`src/rtl/pirq_steer_pkg.sv`:
```
package pirq_steer_pkg;
  localparam int PIRQ_COUNT = 8;
  localparam int IRQ_COUNT  = 16;
  localparam int IRQ_W      = $clog2(IRQ_COUNT);
  localparam int REG_W      = 8;
  localparam int DIS_BIT    = 7;

  typedef struct packed {
    logic [PIRQ_COUNT-1:0] wrStb;
    logic [PIRQ_COUNT-1:0] rdSel;
    logic [REG_W-1:0]      wrByte;
  } ctrl_stb_t;
endpackage

```
`src/rtl/pirq_route_ctrl.sv`:
```
module pirq_route_ctrl
  import pirq_steer_pkg::*;
#(
  parameter logic [7:0] LOW_BASE  = 8'h60,
  parameter logic [7:0] HIGH_BASE = 8'h68,
  parameter int         BANK_SIZE = 4
) (
  input  logic [7:0]       regAddr,
  input  logic             regWrEn,
  input  logic [REG_W-1:0] regWrData,
  output ctrl_stb_t        ctrlStb
);
  logic [PIRQ_COUNT-1:0] addrHit;

  for (genvar l = 0; l < PIRQ_COUNT; l++) begin : g_dec
    localparam logic [7:0] LINE_ADDR = (l < BANK_SIZE)
      ? LOW_BASE + 8'(l) : HIGH_BASE + 8'(l - BANK_SIZE);
    assign addrHit[l] = (regAddr == LINE_ADDR);
  end

  always_comb begin
    ctrlStb.rdSel  = addrHit;
    ctrlStb.wrStb  = regWrEn ? addrHit : '0;
    ctrlStb.wrByte = regWrData;
  end
endmodule

```
`src/rtl/pirq_route_dp.sv`:
```
module pirq_route_dp
  import pirq_steer_pkg::*;
#(
  parameter int               SYNC_STAGES  = 2,
  parameter int               SCI_LINE     = 0,
  parameter int               TMR_LINE     = 3,
  parameter logic [IRQ_COUNT-1:0] RESERVED_MASK = 16'h2107,
  parameter logic [REG_W-1:0] RESET_VALUE  = 8'h80
) (
  input  logic                  clk,
  input  logic                  rstN,
  input  ctrl_stb_t             ctrlStb,
  input  logic [PIRQ_COUNT-1:0] pirqN,
  input  logic                  sciReq,
  input  logic                  tmrReq,
  input  logic [IRQ_COUNT-1:0]  legacyIrq,
  output logic [REG_W-1:0]      regRdData,
  output logic [IRQ_COUNT-1:0]  irqOut,
  output logic [IRQ_COUNT-1:0]  pciClaim
);
  logic [REG_W-1:0]      routeReg [PIRQ_COUNT];
  logic [PIRQ_COUNT-1:0] syncN    [SYNC_STAGES];
  logic [PIRQ_COUNT-1:0] lineActive;
  logic [PIRQ_COUNT-1:0] intMask;
  logic [IRQ_COUNT-1:0]  lineHit  [PIRQ_COUNT];

  // route registers
  for (genvar l = 0; l < PIRQ_COUNT; l++) begin : g_reg
    always_ff @(posedge clk or negedge rstN) begin
      if (!rstN)                 routeReg[l] <= RESET_VALUE;
      else if (ctrlStb.wrStb[l]) routeReg[l] <= ctrlStb.wrByte;
    end
  end

  // request synchronizer, idle value is deasserted (high)
  for (genvar s = 0; s < SYNC_STAGES; s++) begin : g_sync
    always_ff @(posedge clk or negedge rstN) begin
      if (!rstN) syncN[s] <= '1;
      else if (s == 0) syncN[s] <= pirqN;
      else syncN[s] <= syncN[(s == 0) ? 0 : s-1];
    end
  end

  always_comb begin
    intMask = '0;
    intMask[SCI_LINE] = intMask[SCI_LINE] | sciReq;
    intMask[TMR_LINE] = intMask[TMR_LINE] | tmrReq;
  end

  assign lineActive = ~syncN[SYNC_STAGES-1] | intMask;

  // per-line target decode
  for (genvar l = 0; l < PIRQ_COUNT; l++) begin : g_route
    logic [IRQ_W-1:0] tgt;
    logic             routeOk;
    assign tgt     = routeReg[l][IRQ_W-1:0];
    assign routeOk = !routeReg[l][DIS_BIT] && !RESERVED_MASK[tgt];
    always_comb begin
      lineHit[l] = '0;
      if (routeOk) lineHit[l][tgt] = 1'b1;
    end
  end

  always_comb begin
    logic [IRQ_COUNT-1:0] claimAcc;
    logic [IRQ_COUNT-1:0] driveAcc;
    claimAcc = '0;
    driveAcc = '0;
    for (int l = 0; l < PIRQ_COUNT; l++) begin
      claimAcc |= lineHit[l];
      if (lineActive[l]) driveAcc |= lineHit[l];
    end
    pciClaim = claimAcc;
    irqOut   = driveAcc | (legacyIrq & ~claimAcc);
  end

  always_comb begin
    regRdData = '0;
    for (int l = 0; l < PIRQ_COUNT; l++)
      if (ctrlStb.rdSel[l]) regRdData |= routeReg[l];
  end
endmodule

```
`src/rtl/pirq_steer_router.sv`:
```
module pirq_steer_router
  import pirq_steer_pkg::*;
#(
  parameter int SYNC_STAGES = 2,
  parameter int SCI_LINE    = 0,
  parameter int TMR_LINE    = 3
) (
  input  logic        clk,
  input  logic        rstN,
  input  logic [7:0]  regAddr,
  input  logic        regWrEn,
  input  logic [7:0]  regWrData,
  output logic [7:0]  regRdData,
  input  logic [7:0]  pirqN,
  input  logic        sciReq,
  input  logic        tmrReq,
  input  logic [15:0] legacyIrq,
  output logic [15:0] irqOut,
  output logic [15:0] pciClaim
);
  ctrl_stb_t ctrlStb;

  pirq_route_ctrl i_ctrl (
    .regAddr  (regAddr),
    .regWrEn  (regWrEn),
    .regWrData(regWrData),
    .ctrlStb  (ctrlStb)
  );

  pirq_route_dp #(
    .SYNC_STAGES(SYNC_STAGES),
    .SCI_LINE   (SCI_LINE),
    .TMR_LINE   (TMR_LINE)
  ) i_dp (
    .clk      (clk),
    .rstN     (rstN),
    .ctrlStb  (ctrlStb),
    .pirqN    (pirqN),
    .sciReq   (sciReq),
    .tmrReq   (tmrReq),
    .legacyIrq(legacyIrq),
    .regRdData(regRdData),
    .irqOut   (irqOut),
    .pciClaim (pciClaim)
  );
endmodule

```
`config.mk`:
```
export PLATFORM = sky130hd
export DESIGN_NAME = pirq_steer_router
export DESIGN_NICKNAME = d
export VERILOG_FILES = /design/src/rtl/pirq_steer_pkg.sv /design/src/rtl/pirq_route_ctrl.sv /design/src/rtl/pirq_route_dp.sv /design/src/rtl/pirq_steer_router.sv
export SDC_FILE = /design/constraint.sdc
export NUM_CORES = 1
export LEC_CHECK = 0
export BUFFER_PORTS_ARGS = -buffer_cell sky130_fd_sc_hd__buf_4
export CELL_PAD_IN_SITES_DETAIL_PLACEMENT = 1
export CELL_PAD_IN_SITES_GLOBAL_PLACEMENT = 2
export CORE_MARGIN = 1.5
export CORE_UTILIZATION = 40
export CTS_CLUSTER_SIZE = 10
export DETAILED_ROUTE_END_ITERATION = 8
export GPL_TIMING_DRIVEN = 0
export PLACE_DENSITY = 0.95
export SLEW_MARGIN = 15
export SYNTH_ARGS = -nofsm -noshare
export SYNTH_HDL_FRONTEND = slang
export SYNTH_SLANG_ARGS = --single-unit
```
`constraint.sdc`:
```
create_clock -name clk -period 3.8 [get_ports clk]
set_input_delay 0.38 -clock clk [delete_from_list [all_inputs] [get_ports clk]]
set_output_delay 0.38 -clock clk [all_outputs]
set_load 0.005 [all_outputs]
```
Yosys cells after proc, flatten, opt, wreduce, memory -nomap -nowiden
Memories as Yosys holds them, arrays and structs flattened.
Index checks and enable logic that the tools add are counted.

cells by class
  add/subtract/negate cells = 0
  muxes and demuxes = 49
  magnitude comparators = 16
  eq/ne operators = 8
  div/mod/pow operators = 0
  $mul = 0
  bitwise operators = 26
  reduce and logical (&&, ||, !) cells = 32
  shift-type cells = 0

operators with widths
  kind                                                               count
  two-way mux 16 bit                                                 16
  bitwise OR 16 bit                                                  15
  two-way mux 8 bit                                                  9
  equality test 8 x 7 -> 1 bit, second input constant                8
  bitwise OR 8 bit                                                   7
  < comparator 4 x 5 -> 1 bit, second input constant                 8
  demux 1 bit (select 4 bit)                                         8
  greater-or-equal comparator 4 x 1 -> 1 bit, second input constant  8
  AND 16 bit                                                         1
  logical AND 1 bit                                                  16
  logical NOT 1 bit                                                  16
  two-way mux 1 bit                                                  16
  inverter 16 bit                                                    1
  inverter 8 bit                                                     1
  bitwise OR 8 x 4 -> 8 bit                                          1

word-level totals
  input bits = 45
  bits in writable memories = 0
  output and inout port bits = 40
  bits in latches = 0
  word-level logic and storage cells = 149
  memories = 8
  register bits = 80
  memory bits (read-only) = 128

memories
  name             words  width  rd ports  clocked after memory_dff  write ports  RTL line             RTL
  (no name shown)  16     1      1         0                         0            pirq_route_dp.sv:57  assign routeOk = !routeReg[l][DIS_BIT] && !RESERVED_MASK[tgt];
  (no name shown)  16     1      1         0                         0            pirq_route_dp.sv:57
  (no name shown)  16     1      1         0                         0            pirq_route_dp.sv:57
  (no name shown)  16     1      1         0                         0            pirq_route_dp.sv:57
  (no name shown)  16     1      1         0                         0            pirq_route_dp.sv:57
  (no name shown)  16     1      1         0                         0            pirq_route_dp.sv:57
  2 more memories  -      -      -         -                         -            -

Logic depth before layout (Yosys ltp)
  depth after elaboration = 21
  depth in mapped cells = 6

Hierarchy
Synthesis repeated with hierarchy kept, for this count alone.

second synthesis, totals
  cell total of the unflattened synthesis = 538
  area total of the unflattened synthesis = 5265.0 µm²

modules (own cells, without submodules)
  module           area each (µm²)  seq. area each (µm²)  cells an instance  times used
  pirq_route_dp    5037.3           2031.9                504                1
  pirq_route_ctrl  227.7            0.0                   34                 1

Worst setup path before layout
OpenSTA, ideal clock, no wires.

  kind = reg2out
  start = register i_dp.routeReg[55] (netlist bit)
  end = output port irqOut[10]
  path buffers = 1
  slack = 1.834 ns
  cell stages (with the launch flop) = 6
  required time = 3.420 ns
  data arrival time = 1.586 ns
  cells stage by stage = dfstp_2 > buf_2 > or3b_1 > o22ai_1 > or4_4 > o211ai_1

on the way
  elaborated cells on any way between the ends = 27
  classes of those cells = mux: 8; bitwise: 17; reduce/logical: 2

RTL lines
  what                              RTL line                 RTL
  start: declaration                pirq_route_dp.sv:21      logic [REG_W-1:0] routeReg [PIRQ_COUNT];
  start signal: indexed assignment  pirq_route_dp.sv:31      else if (ctrlStb.wrStb[l]) routeReg[l] <= ctrlStb.wrByte;
  logical NOT 1 bit                 pirq_route_dp.sv:57
  logical AND 1 bit                 pirq_route_dp.sv:57
  two-way mux 16 bit                pirq_route_dp.sv:60      if (routeOk) lineHit[l][tgt] = 1'b1;
  bitwise OR 16 bit (7 in series)   pirq_route_dp.sv:70      claimAcc |= lineHit[l];
  net pciClaim[10]                  pirq_steer_router.sv:19  output logic [15:0] pciClaim
  inverter 16 bit                   pirq_route_dp.sv:74      irqOut = driveAcc | (legacyIrq & ~claimAcc);
  AND 16 bit                        pirq_route_dp.sv:74
  bitwise OR 16 bit                 pirq_route_dp.sv:74
  end: declaration                  pirq_steer_router.sv:18  output logic [15:0] irqOut,

The timed path passes the listed nets, and every way through them passes these cells.

Worst setup path in the final report
  start = register i_dp.syncN[0] (netlist bit)
  end = output port irqOut[10]

on the way
  longest elaborated chain between the ends = 18

ends and longest elaborated chain
  what                              RTL line             RTL
  start: declaration                pirq_route_dp.sv:22  logic [PIRQ_COUNT-1:0] syncN [SYNC_STAGES];
  start signal: indexed assignment  pirq_route_dp.sv:39  else if (s == 0) syncN[s] <= pirqN;
  start signal: indexed assignment  pirq_route_dp.sv:40  else syncN[s] <= syncN[(s == 0) ? 0 : s-1];
  inverter 8 bit (*)                pirq_route_dp.sv:50  assign lineActive = ~syncN[SYNC_STAGES-1] | intMask;
  bitwise OR 8 x 4 -> 8 bit (*)     pirq_route_dp.sv:50
  two-way mux 16 bit (*)            pirq_route_dp.sv:71  if (lineActive[l]) driveAcc |= lineHit[l];
  bitwise OR 16 bit                 pirq_route_dp.sv:71
  two-way mux 16 bit (*)            pirq_route_dp.sv:71
  bitwise OR 16 bit                 pirq_route_dp.sv:71
  two-way mux 16 bit (*)            pirq_route_dp.sv:71
  bitwise OR 16 bit                 pirq_route_dp.sv:71
  [2 not listed]                    -
  two-way mux 16 bit (*)            pirq_route_dp.sv:71
  bitwise OR 16 bit                 pirq_route_dp.sv:71
  two-way mux 16 bit (*)            pirq_route_dp.sv:71
  bitwise OR 16 bit                 pirq_route_dp.sv:71
  two-way mux 16 bit (*)            pirq_route_dp.sv:71
  bitwise OR 16 bit                 pirq_route_dp.sv:71
  two-way mux 16 bit (*)            pirq_route_dp.sv:71
  bitwise OR 16 bit (*)             pirq_route_dp.sv:74

Mark *: on every way between the ends. The rest lies on a longest branch, timed or not.

==> impl_results.md <==
- Outcome: finished with violations
- Failing checks: design-rule violations
- Clock latency on the worst-skew pair: 340 ps
- Worst-path cell chain: nor2b_1 > clkbuf_1 > nor3_1 > a2111oi_0 > o211ai_1 > buf_4
- Top Ports: 85
- Largest net degree at the start of global routing: 81
- CP Max Fanout: 10
- R2R Path Start: i_dp.routeReg[15]
- Die W: 119 um
- Critical path depth in cells: 6
- Die height: 119 um
- Register-to-Register Setup Slack: 2800 ps
- Dominant cells by area after synthesis: dfrtp_1 26%, dfstp_2 12%, mux2_2 12%
- Post-route design area: 6460 um^2
- Gr usage total: 28.6%
- Worst setup margin: 1090 ps
- Leak: 2.71 nW
- Distinct cells, synth: 60
- Area leader, netlist: dfrtp_1
- Vias: 4,891
- Fin. Hold Viols: 0
- Crit path launch: i_dp.syncN[0]
- GP Congestion: 0.916
- Area Overhead vs Synth: 20.0%
- Initial Utilization: 40.8%
- Nets: 623
- Post-CTS Setup Repair Bufs: 0
- Fin crit share: 71.4%
- First-pass GRT wire length: 30.6 mm
- Worst path required time: 3420 ps
- Final Max Tran Viols: 0
- Die Area: 14,200 um^2
- Synth Area per Inst: 10.9 um^2
- PortBufs: 71
- Async SR Flop Fraction: 100%
- Synth top area share: 26.0%
- Slowest-stage cell, CP: dfstp_2
- Post-synth EDFFs: 0
- Final Setup Violations: 0
- HP Class: in -> reg
- Fillers: 1,460
- Kind of cell adding the most delay to the critical path: buffers and inverters
- Hold Buf Count CTS: 0
- Pre-antenna DRT Iters: 8
- FF+latch area: 2030 um^2
- Multi-input gate area: 3050 um^2
- Crit path to: irqOut[10]
- WP buf/inv: 2
- CTS resizes: 0
- CORE AREA: 13,200 um^2
- Initial antenna violation count: 0
- N_diodes: 0
- Post-route DRC: 1
- Most frequent cells after synthesis: 56 x dfrtp_1, 56 x mux2_2, 55 x o22ai_1, 24 x dfstp_2, 22 x nor2_1
- Max Freq: 368 MHz
- Htree depth: 3
- Routed length per instance: 25.9 um
- Via density: 6.44
- MaxCap Viol Count: 0
- CP max stage delay: 510 ps
- Proportion of layout cells with a drive suffix above 1: 45.3%
- Synth Cell Area: 5380 um^2
- Vias in the first global route: 5,077
- CP endpoint kind: primary output
- Root Driver: clkbuf_16
- Routed Wire Length: 19.7 mm
- Post-Synthesis Cells: 492
- Dpl ws: 1370 ps
- Syn. warnings: 0
- Worst Path Arrival: 2330 ps
- Slew @ Worst Pin: 1020 ps
- Reg2reg end: i_dp.routeReg[15]
- Routed Antenna Nets: 0
- Max-slew headroom: 31.2%
- Final worst path period need: 2710 ps
- Pwr Density: 333 nW/um^2
- Sequential share of the synthesized area: 37.8%
- Design Power: 2.15 mW
- # rows: 42
- Clk sink count: 80
- Max VDD drop: 0.000309 V
- Worst-path clk slew: 60 ps
- Synth Register Bits: 80
- Clock buffer depth: 2
- Final hold slack: 144 ps
- Clock skew: 1.71 ps
- Total congestion overflow: 0
- Worst-case reg-to-reg path depth: 2
- Sum of negative setup slack: 0 ps
- Placed cell area: 6150 um^2
- DPL Wire Length: 14.5 mm
- Setup repair after global routing missed its margin: no
- Ys flop type: dfrtp_1
- Worst Path Class, Setup: reg -> out
- Startpoint types: flip-flop
- CTS tree: built
- Num CTS Buffers: 9
- DR iter-0 viols: 431
-- flip-flops by register name, indices dropped and copies added, names as in the netlist --
name              count
i_dp.syncN           16
i_dp.g_route.tgt     32
i_dp.routeReg        32
-- cells by family after synthesis --
group,synth area share [%]
AO/OA/AOI/OAI,15.9
buffers and inverters,5.79
flip-flops,37.8
multiplexers,18.1
other,0.0697
AND/OR/NAND/NOR,22.4
-- placed cells by master (no fill, tap or decap), types with 4 or more instances in the layout --
cell,Yosys,final
or4_4,10,10
o2111ai_2,5,5
clkbuf_16,0,9
nand2_1,10,10
or2b_2,4,4
nand3b_1,10,10
nor2_1,22,22
nor4_1,5,5
or3b_1,7,7
or2_2,11,11
buf_6,5,5
buf_2,19,19
nor2b_1,5,5
mux2_1,10,10
mux2_2,56,56
nand2b_1,8,8
clkbuf_1,8,9
buf_4,7,78
or4b_1,10,10
o32ai_1,17,17
a22o_1,6,6
o22ai_1,55,55
nand3_2,8,8
nor3_1,16,16
or3b_2,9,9
mux4_2,9,9
conb_1,1,5
dfrtp_1,56,56
a22oi_1,12,12
or4bb_1,7,7
dfstp_2,24,24
inv_1,15,15
-- stage by stage --
stage	std cells	utilization [%]
4_1_cts	759	49.0
5_1_grt	759	49.0
6_report	759	49.0
3_5_place_dp	743	46.6
2_1_floorplan	496	-
3_3_place_gp	743	46.6
-- layout make-up --
| type | instances | share of cell area (%) |
|---|---|---|
| clock buffers | 12 | 3.97 |
| inverters | 15 | 0.872 |
| well taps | 176 | 3.41 |
| flip-flops and latches | 80 | 31.5 |
| plain buffers | 42 | 3.95 |
| clock inverters | 4 | 0.833 |
| repair buffers | 71 | 8.25 |
| multi-input cells | 359 | 47.3 |
-- worst min-delay path by stage --
stage                   startpoint                endpoint  slack [ps]  depth (start not counted)
finish                    pirqN[1]           i_dp.syncN[9]         140                          1
global placement    i_dp.syncN[11]           i_dp.syncN[3]         350                          0
CTS                       pirqN[1]           i_dp.syncN[9]         140                          1
floorplan                     rstN  i_dp.g_route[0].tgt[0]          80                          0
global route              pirqN[0]           i_dp.syncN[8]         140                          1
detailed placement  i_dp.syncN[13]           i_dp.syncN[5]         350                          0
-- power by group --
part           internal (mW)  leakage (nW)  switching, mW
sequential             0.904          1.02         0.0444
combinational          0.154          1.54          0.171
clock                  0.545         0.145          0.335
total                   1.60          2.71          0.550
-- routing by layer --
metal | part of all wire [%] | GRT usage (%) | wire (um) | vias to the layer above
li1 | - | - | - | 2101
met3 | 7.2 | 5.60 | 1410 | 56
met2 | 49 | 48.4 | 9580 | 251
met1 | 41 | 35.9 | 7990 | 2483
met5 | 0 | 0 | 0 | -
met4 | 3.4 | 11.1 | 678 | 0
Power figures use the tool's default switching activity.
